### src/rtl/memmap_pkg.sv
package memmap_pkg;
  typedef enum logic [2:0] {
    RGN_NONE = 3'd0,
    RGN_RAM  = 3'd1,
    RGN_OUTP = 3'd2,
    RGN_INP  = 3'd3,
    RGN_EXT  = 3'd4
  } region_e;
endpackage

### src/rtl/mm_addr_decode.sv
module mm_addr_decode
  import memmap_pkg::*;
#(
  parameter int ADDR_W = 16,
  parameter int RAM_AW = 10,
  parameter int PAGE_W = 8,
  parameter logic [ADDR_W-1:0] OUT_ADDR = 16'h7FFE,
  parameter logic [ADDR_W-1:0] IN_ADDR  = 16'h7FFF
) (
  input  logic [ADDR_W-1:0] addr,
  input  logic              valid,
  input  logic              remap,
  output region_e           region,
  output logic [RAM_AW-1:0] ram_idx
);
  localparam int HI_W   = ADDR_W - PAGE_W;
  localparam int IDX_W  = RAM_AW - PAGE_W;
  localparam int NPAGES = 1 << IDX_W;
  localparam int HALF   = NPAGES / 2;
  localparam logic [HI_W-1:0] LOW_LIM  = HI_W'(HALF);
  localparam logic [HI_W-1:0] TOP_BASE = HI_W'((1 << HI_W) - HALF);

  // Default map: RAM is the top NPAGES pages of the address space.
  function automatic logic hit_default(input logic [HI_W-1:0] pg);
    return &pg[HI_W-1:IDX_W];
  endfunction

  // Remap: lower half of the RAM pages at the bottom, upper half at the top.
  function automatic logic hit_remap(input logic [HI_W-1:0] pg);
    return (pg < LOW_LIM) || (pg >= TOP_BASE);
  endfunction

  // In both modes the RAM page index is the low bits of the address page.
  function automatic logic [RAM_AW-1:0] ram_word(input logic [ADDR_W-1:0] a);
    return {a[PAGE_W+IDX_W-1:PAGE_W], a[PAGE_W-1:0]};
  endfunction

  logic [HI_W-1:0] page;
  logic            ram_hit;

  assign page    = addr[ADDR_W-1:PAGE_W];
  assign ram_hit = remap ? hit_remap(page) : hit_default(page);
  assign ram_idx = ram_word(addr);

  always_comb begin
    if (!valid)                region = RGN_NONE;
    else if (addr == OUT_ADDR) region = RGN_OUTP;
    else if (addr == IN_ADDR)  region = RGN_INP;
    else if (ram_hit)          region = RGN_RAM;
    else                       region = RGN_EXT;
  end
endmodule

### src/rtl/mm_port_latch.sv
module mm_port_latch #(
  parameter int DATA_W = 8
) (
  input  logic              clk,
  input  logic              rst_n,
  input  logic              wr_fire,
  input  logic [DATA_W-1:0] wdata,
  output logic [DATA_W-1:0] out_q,
  output logic              stb
);
  always_ff @(posedge clk or negedge rst_n) begin
    if (!rst_n) begin
      out_q <= '0;
      stb   <= 1'b0;
    end else begin
      stb <= wr_fire;
      if (wr_fire) out_q <= wdata;
    end
  end

  // every write fire is followed by a strobe and the written byte
  assert_write_lands_R3: assert property (@(posedge clk) disable iff (!rst_n)
    wr_fire |=> (stb && out_q == $past(wdata)));

  // a strobe only ever follows a write fire
  assert_stb_has_cause_R3: assert property (@(posedge clk) disable iff (!rst_n)
    !wr_fire |=> !stb);

  // without a write fire the latch keeps its value
  assert_latch_holds_R6: assert property (@(posedge clk) disable iff (!rst_n)
    !wr_fire |=> $stable(out_q));
endmodule

### src/rtl/mm_rdata_mux.sv
module mm_rdata_mux
  import memmap_pkg::*;
#(
  parameter int DATA_W = 8
) (
  input  region_e           region,
  input  logic [DATA_W-1:0] ram_rdata,
  input  logic [DATA_W-1:0] in_port,
  input  logic [DATA_W-1:0] out_q,
  input  logic [DATA_W-1:0] ext_rdata,
  output logic [DATA_W-1:0] rdata
);
  always_comb begin
    case (region)
      RGN_RAM:  rdata = ram_rdata;
      RGN_INP:  rdata = in_port;
      RGN_OUTP: rdata = out_q;
      RGN_EXT:  rdata = ext_rdata;
      default:  rdata = '0;
    endcase
  end
endmodule

### src/rtl/memmap_decoder.sv
module memmap_decoder
  import memmap_pkg::*;
#(
  parameter int ADDR_W = 16,
  parameter int DATA_W = 8,
  parameter int RAM_AW = 10,
  parameter int PAGE_W = 8,
  parameter logic [ADDR_W-1:0] OUT_ADDR = 16'h7FFE,
  parameter logic [ADDR_W-1:0] IN_ADDR  = 16'h7FFF
) (
  input  logic              clk,
  input  logic              rst_n,
  input  logic [ADDR_W-1:0] cpu_addr,
  input  logic              cpu_rnw,
  input  logic              bus_valid,
  input  logic [DATA_W-1:0] cpu_wdata,
  input  logic              remap_en,
  input  logic [DATA_W-1:0] in_port,
  input  logic [DATA_W-1:0] ram_rdata,
  input  logic [DATA_W-1:0] ext_rdata,
  output logic              ram_cs,
  output logic [RAM_AW-1:0] ram_addr,
  output logic              ext_sel,
  output logic [DATA_W-1:0] out_port,
  output logic              out_stb,
  output logic [DATA_W-1:0] cpu_rdata
);
  region_e region;
  logic    port_hit;
  logic    out_wr_fire;

  mm_addr_decode #(
    .ADDR_W(ADDR_W), .RAM_AW(RAM_AW), .PAGE_W(PAGE_W),
    .OUT_ADDR(OUT_ADDR), .IN_ADDR(IN_ADDR)
  ) u_decode (
    .addr(cpu_addr), .valid(bus_valid), .remap(remap_en),
    .region(region), .ram_idx(ram_addr)
  );

  assign ram_cs      = (region == RGN_RAM);
  assign ext_sel     = (region == RGN_EXT);
  assign port_hit    = (region == RGN_OUTP) || (region == RGN_INP);
  assign out_wr_fire = (region == RGN_OUTP) && !cpu_rnw;

  mm_port_latch #(.DATA_W(DATA_W)) u_latch (
    .clk(clk), .rst_n(rst_n), .wr_fire(out_wr_fire),
    .wdata(cpu_wdata), .out_q(out_port), .stb(out_stb)
  );

  mm_rdata_mux #(.DATA_W(DATA_W)) u_mux (
    .region(region), .ram_rdata(ram_rdata), .in_port(in_port),
    .out_q(out_port), .ext_rdata(ext_rdata), .rdata(cpu_rdata)
  );

  // at most one target is selected per cycle
  assert_one_target_R6: assert property (@(posedge clk) disable iff (!rst_n)
    $onehot0({ram_cs, ext_sel, port_hit}));

  // an idle bus selects nothing and returns zero
  assert_idle_quiet_R7: assert property (@(posedge clk) disable iff (!rst_n)
    !bus_valid |-> (!ram_cs && !ext_sel && cpu_rdata == '0));

  // the top 1 KB (vectors included) is RAM in the default map
  assert_top_is_ram_R1: assert property (@(posedge clk) disable iff (!rst_n)
    (bus_valid && !remap_en && (&cpu_addr[ADDR_W-1:RAM_AW]))
      |-> (ram_cs && ram_addr == cpu_addr[RAM_AW-1:0]));

  // the input port address returns the input pins
  assert_input_read_R4: assert property (@(posedge clk) disable iff (!rst_n)
    (bus_valid && cpu_rnw && cpu_addr == IN_ADDR) |-> (cpu_rdata == in_port));

  // expansion select hands the bus data back
  assert_ext_data_R5: assert property (@(posedge clk) disable iff (!rst_n)
    ext_sel |-> (cpu_rdata == ext_rdata));
endmodule

### config.mk
export PLATFORM = sky130hd
export DESIGN_NAME = memmap_decoder
export DESIGN_NICKNAME = d
export VERILOG_FILES = /design/src/rtl/memmap_pkg.sv /design/src/rtl/mm_addr_decode.sv /design/src/rtl/mm_port_latch.sv /design/src/rtl/mm_rdata_mux.sv /design/src/rtl/memmap_decoder.sv
export SDC_FILE = /design/constraint.sdc
export NUM_CORES = 1
export LEC_CHECK = 0
export BUFFER_PORTS_ARGS = -buffer_cell sky130_fd_sc_hd__buf_2
export CAP_MARGIN = 30
export CORE_MARGIN = 3
export CORE_UTILIZATION = 34
export DETAILED_ROUTE_END_ITERATION = 12
export GPL_ROUTABILITY_DRIVEN = 0
export HOLD_SLACK_MARGIN = 0.08
export PLACE_DENSITY = 0.78
export SLEW_MARGIN = 20
export SYNTH_ARGS = -nofsm -noshare
export SYNTH_HDL_FRONTEND = slang
export SYNTH_SLANG_ARGS = --single-unit
### constraint.sdc
create_clock -name clk -period 3.2 [get_ports clk]
set_input_delay 0.64 -clock clk [delete_from_list [all_inputs] [get_ports clk]]
set_output_delay 0.64 -clock clk [all_outputs]
set_load 0.005 [all_outputs]
=== Word-level counts from Yosys, hierarchy flattened ===
Cells that the tools add are included.

* Flip-flop bits (word level): 9
* Bits of input ports: 53
* Word-level logic and storage cells: 20

* Order comparisons: 2
* Equality and inequality tests: 6
* Multiplexer cells: 6
* Reduce and logical (&&, ||, !) cells: 4

{| class="wikitable"
|+ Operators with widths
! cell !! count
|-
| $eq A16 B15 Y1 const B || 2
|-
| $pmux W8 S4 || 1
|-
| $mux W3 || 4
|-
| $ge A8 B8 Y1 const B || 1
|-
| $lt A8 B2 Y1 const B || 1
|-
| $eq A3 B2 Y1 const B || 2
|-
| $reduce_and A6 Y1 || 1
|-
| $eq A3 B1 Y1 const B || 1
|-
| $eq A3 B3 Y1 const B || 1
|-
| $logic_and A1 B1 Y1 || 1
|-
| $logic_not A1 Y1 || 1
|-
| $logic_or A1 B1 Y1 || 1
|-
| $mux W1 || 1
|}

=== Logic depth before layout (Yosys ltp) ===
* Depth after elaboration: 9
* Gate-level depth with buffers: 6

=== By module ===
Synthesis repeated with hierarchy kept, for this count alone.

* Cell total of the unflattened synthesis: 84
* Area, all modules: 868.3 um^2

{| class="wikitable"
|+ Modules (own cells, without submodules)
! module !! instances !! cells an instance !! area an instance (um^2) !! sequential area each (um^2)
|-
| mm_port_latch || 1 || 18 || 356.6 || 225.2
|-
| mm_rdata_mux || 1 || 38 || 314.1 || 0.0
|-
| mm_addr_decode || 1 || 25 || 167.7 || 0.0
|-
| memmap_decoder || 1 || 3 || 30.0 || 0.0
|}

=== Least setup slack after synthesis ===
No wires, ideal clock.

* Kind: input port to output port
* From: input port cpu_addr[15]
* To: output port cpu_rdata[0]
* Arrival: 2.019 ns
* Setup slack: 0.541 ns
* Stages: 5
* Buffers on the path: 1
* Path through: nand4b_1 nor4_2 and3_1 clkbuf_1 a221o_1

* Cells in the longest elaborated chain, start to end: 9

{| class="wikitable"
|+ RTL lines
! what !! RTL line !! source
|-
| from (decl) || memmap_decoder.sv:13 || <nowiki>input logic [ADDR_W-1:0] cpu_addr,</nowiki>
|-
| $lt A8 B2 Y1 / $ge A8 B8 Y1 (equally long branches) || mm_addr_decode.sv:30 || <nowiki>return (pg < LOW_LIM) || (pg >= TOP_BASE);</nowiki>
|-
| $logic_or A1 B1 Y1 || mm_addr_decode.sv:30 ||
|-
| $mux W1 || mm_addr_decode.sv:42 || <nowiki>assign ram_hit = remap ? hit_remap(page) : hit_default(page);</nowiki>
|-
| $mux W3 || mm_addr_decode.sv:49 || <nowiki>else if (ram_hit) region = RGN_RAM;</nowiki>
|-
| $mux W3 || mm_addr_decode.sv:48 || <nowiki>else if (addr == IN_ADDR) region = RGN_INP;</nowiki>
|-
| $mux W3 (*) || mm_addr_decode.sv:47 || <nowiki>else if (addr == OUT_ADDR) region = RGN_OUTP;</nowiki>
|-
| $mux W3 (*) || mm_addr_decode.sv:46 || <nowiki>if (!valid) region = RGN_NONE;</nowiki>
|-
| $eq A3 B3 Y1 (tied with other cells) || mm_rdata_mux.sv:14 || <nowiki>case (region)</nowiki>
|-
| $pmux W8 S4 (*) || mm_rdata_mux.sv:14 ||
|-
| to (decl) || memmap_decoder.sv:26 || <nowiki>output logic [DATA_W-1:0] cpu_rdata</nowiki>
|}

Mark *: on every way between the ends. The rest lies on a longest branch, timed or not.

=== Worst setup path in the final report ===
* From: input port cpu_addr[14]
* To: output port cpu_rdata[6]

The elaborated chain is that of the path after synthesis.

==> reports/qor.yml <==
hpwlAfterDp_mm: 2.22
crit_path_cell_trace: "buf_2 -> nand4_1 -> or4_1 -> nand2_1 -> a21oi_1 -> a221o_1 -> buf_2"
cp-start-kind: "input pin"
wl_mm: 2.55
critical-path-slowest-cell: "or4_1"
synth_area_leaders: "dfrtp_1 29%, mux2_2 12%, a221o_1 10%, buf_4 9.6%, nand3b_1 8.7%"
hp-class: "in -> async"
power_density_mw_per_mm2: 238
cp_common_cell: "buf_2"
synth_fp_nets: 139
syn2layout_area_growth_pct: 47.4
clock-sinks: 9
tns_ps: 0
outcome: "finished, final reports clean"
vias_per_cell: 5.18
grt_overflow: 0
fin_util_pct: 55.8
avgSynthCellArea_sq_um: 9.08
final.period_utilization_pct: 91.6
async_flop_share_pct: 100
vdd_drop_max_mv: 0.153
clock.fmax_ghz: 0.341
max_stage_delay_ps: 740
coreArea_sq_mm: 0.00206
crit_path_max_fanout: 9
routedWlPerCell_um: 13.9
drive_gt1_share_pct: 60.5
yosysSeqAreaShare_pct: 28.8
drtPass1Iterations: 4
endpoint_kind: "primary output"
clockBufferDepth: 2
netlist_area_sq_um: 781
grt_pass1_wl_mm: 3.48
dieHeight_um: 53.9
required_ps: 2560
synthCells: 86
p_total_uw: 274
path_class: "in -> out"
cts_htree_levels: 1
rows: 16
fin_nets: 211
ys.flop_type: "dfrtp_1"
post_cts_buffers: 0
antenna_found_initial: 0
yosysMostFrequentCell: "buf_4"
wl_met3_um: 269
setup_viol: 0
ctsHoldBuffers: 0
fill_cells: 191
port_buffers: 81
cts_tree: "built"
grt_max_degree: 13
ys_types: 22
numCtsBuffers: 3
wl_met2_mm: 1.29
ant_nets: 0
dieArea_sq_mm: 0.00291
fin_skew_ps: 0
tightest_slew_ps: 580
dp.cells: 180
ys_ff_latch: 9
first_iter_violations: 16
cellLeakagePower_nw: 0.639
slew_headroom_pct: 61.2
clk_latency_ps: 250
worstPathArrival_ps: 2290
clock-root-buffer: "clkbuf_4"
cts_resized: 0
n_antenna_cell: 0
synth_top_area_share_pct: 28.8
finalCriticalPeriod_ps: 2930
synth_common_cells: "10 x buf_4, 9 x dfrtp_1, 9 x nand2_1, 9 x nand3b_1"
synth_edf_count: 0
grt_pass1_vias: 795
drcViolationCount: 0
fin_cells: 184
vias: 954
cap_violations: 0
ys_warn_count: 0
hold_viol_final: 0
grtUsageTotal_pct: 16.6
multi_input_area_sq_um: 453
io_pins: 82
start_util_pct: 37.9
clk_pin_slew_ps: 60
wl_met1_um: 960
area.sequential_sq_um: 225
final_max_slew_viol_count: 0
topRoutingLayerUsed: "met4"
yosysTopAreaCell: "dfrtp_1"
grt_setup_unrepaired: "false"
die_x_um: 53.9
==> sequential cells by signal (all words and copies together), names as in the netlist <==
register / count
u_latch.out_q: 8
u_latch.stb: 1
==> through the flow <==
stage | hold slack, ps | worst slack [ps] | instance area [sq um]
6_report | 222 | 269 | 1150
5_1_grt | 223 | 199 | 1150
4_1_cts | 222 | 286 | 1150
3_5_place_dp | 503 | 289 | 1120
3_3_place_gp | 491 | 316 | 1120
2_1_floorplan | 344 | 541 | 781
==> where the power goes <==
group / leakage, nW / internal [mW] / switching, mW
Combinational: 0.498 / 0.0408 / 0.0332
Sequential: 0.126 / 0.114 / 0.0000145
Clock: 0.0150 / 0.0479 / 0.0379
==> metal layers <==
layer,GRT usage [%],up-vias
li1,-,462
met1,17.1,436
met2,31.5,52
met3,3.32,4
met4,8.09,0
met5,0,-
==> path summary, 6_finish.rpt <==
path,cells past startpoint,end,startpoint,slack [ps]
max reg2reg,1,u_latch.out_q[6],u_latch.out_q[6],2420
min,1,u_latch.out_q[7],rst_n,220
max in group asynchronous,1,u_latch.out_q[0],rst_n,2800
max,7,cpu_rdata[6],cpu_addr[14],270
min reg2reg,1,u_latch.out_q[5],u_latch.out_q[5],530
min in group clk,1,u_latch.out_q[5],u_latch.out_q[5],530
==> logic make-up after synthesis <==
group | count (synthesis) | share of synthesized area [%]
DFF | 9 | 28.8
buffers and inverters | 15 | 13.1
AOI/OAI and AO/OA | 17 | 16.2
muxes | 8 | 11.5
and+or+nand+nor | 37 | 30.3
==> cells in the final DEF (no fill, tap or decap) <==
master	netlist	routed
nand3_1	3	3
nor4_2	1	1
nand4_1	3	3
nor2_1	2	2
or4_1	2	2
dfrtp_1	9	9
and3_1	1	1
nor3_1	1	1
nor2b_1	2	2
nor4_1	2	2
clkbuf_4	0	3
nand4b_1	1	1
buf_2	1	81
buf_4	10	1
nor4_4	1	1
a221o_1	8	8
nand2_1	9	9
nand3b_1	9	9
a31oi_1	1	1
clkbuf_1	3	1
mux2_2	8	8
a21oi_1	8	8
==> cell type report <==
| type | instances | area share [%] |
|---|---|---|
| multi-input combinational | 62 | 39.3 |
| timing repair buffer | 82 | 35.9 |
| sequential | 9 | 19.6 |
| tap | 27 | 2.93 |
| clock buffer | 4 | 2.28 |
==> critical path, delay by kind of cell <==
family / cells / cell delay [ps]
AOI/OAI and AO/OA: 2 / 350
buffers and inverters: 2 / 240
and+or+nand+nor: 3 / 1050
Note: power is estimated with default switching activity, not from simulation.
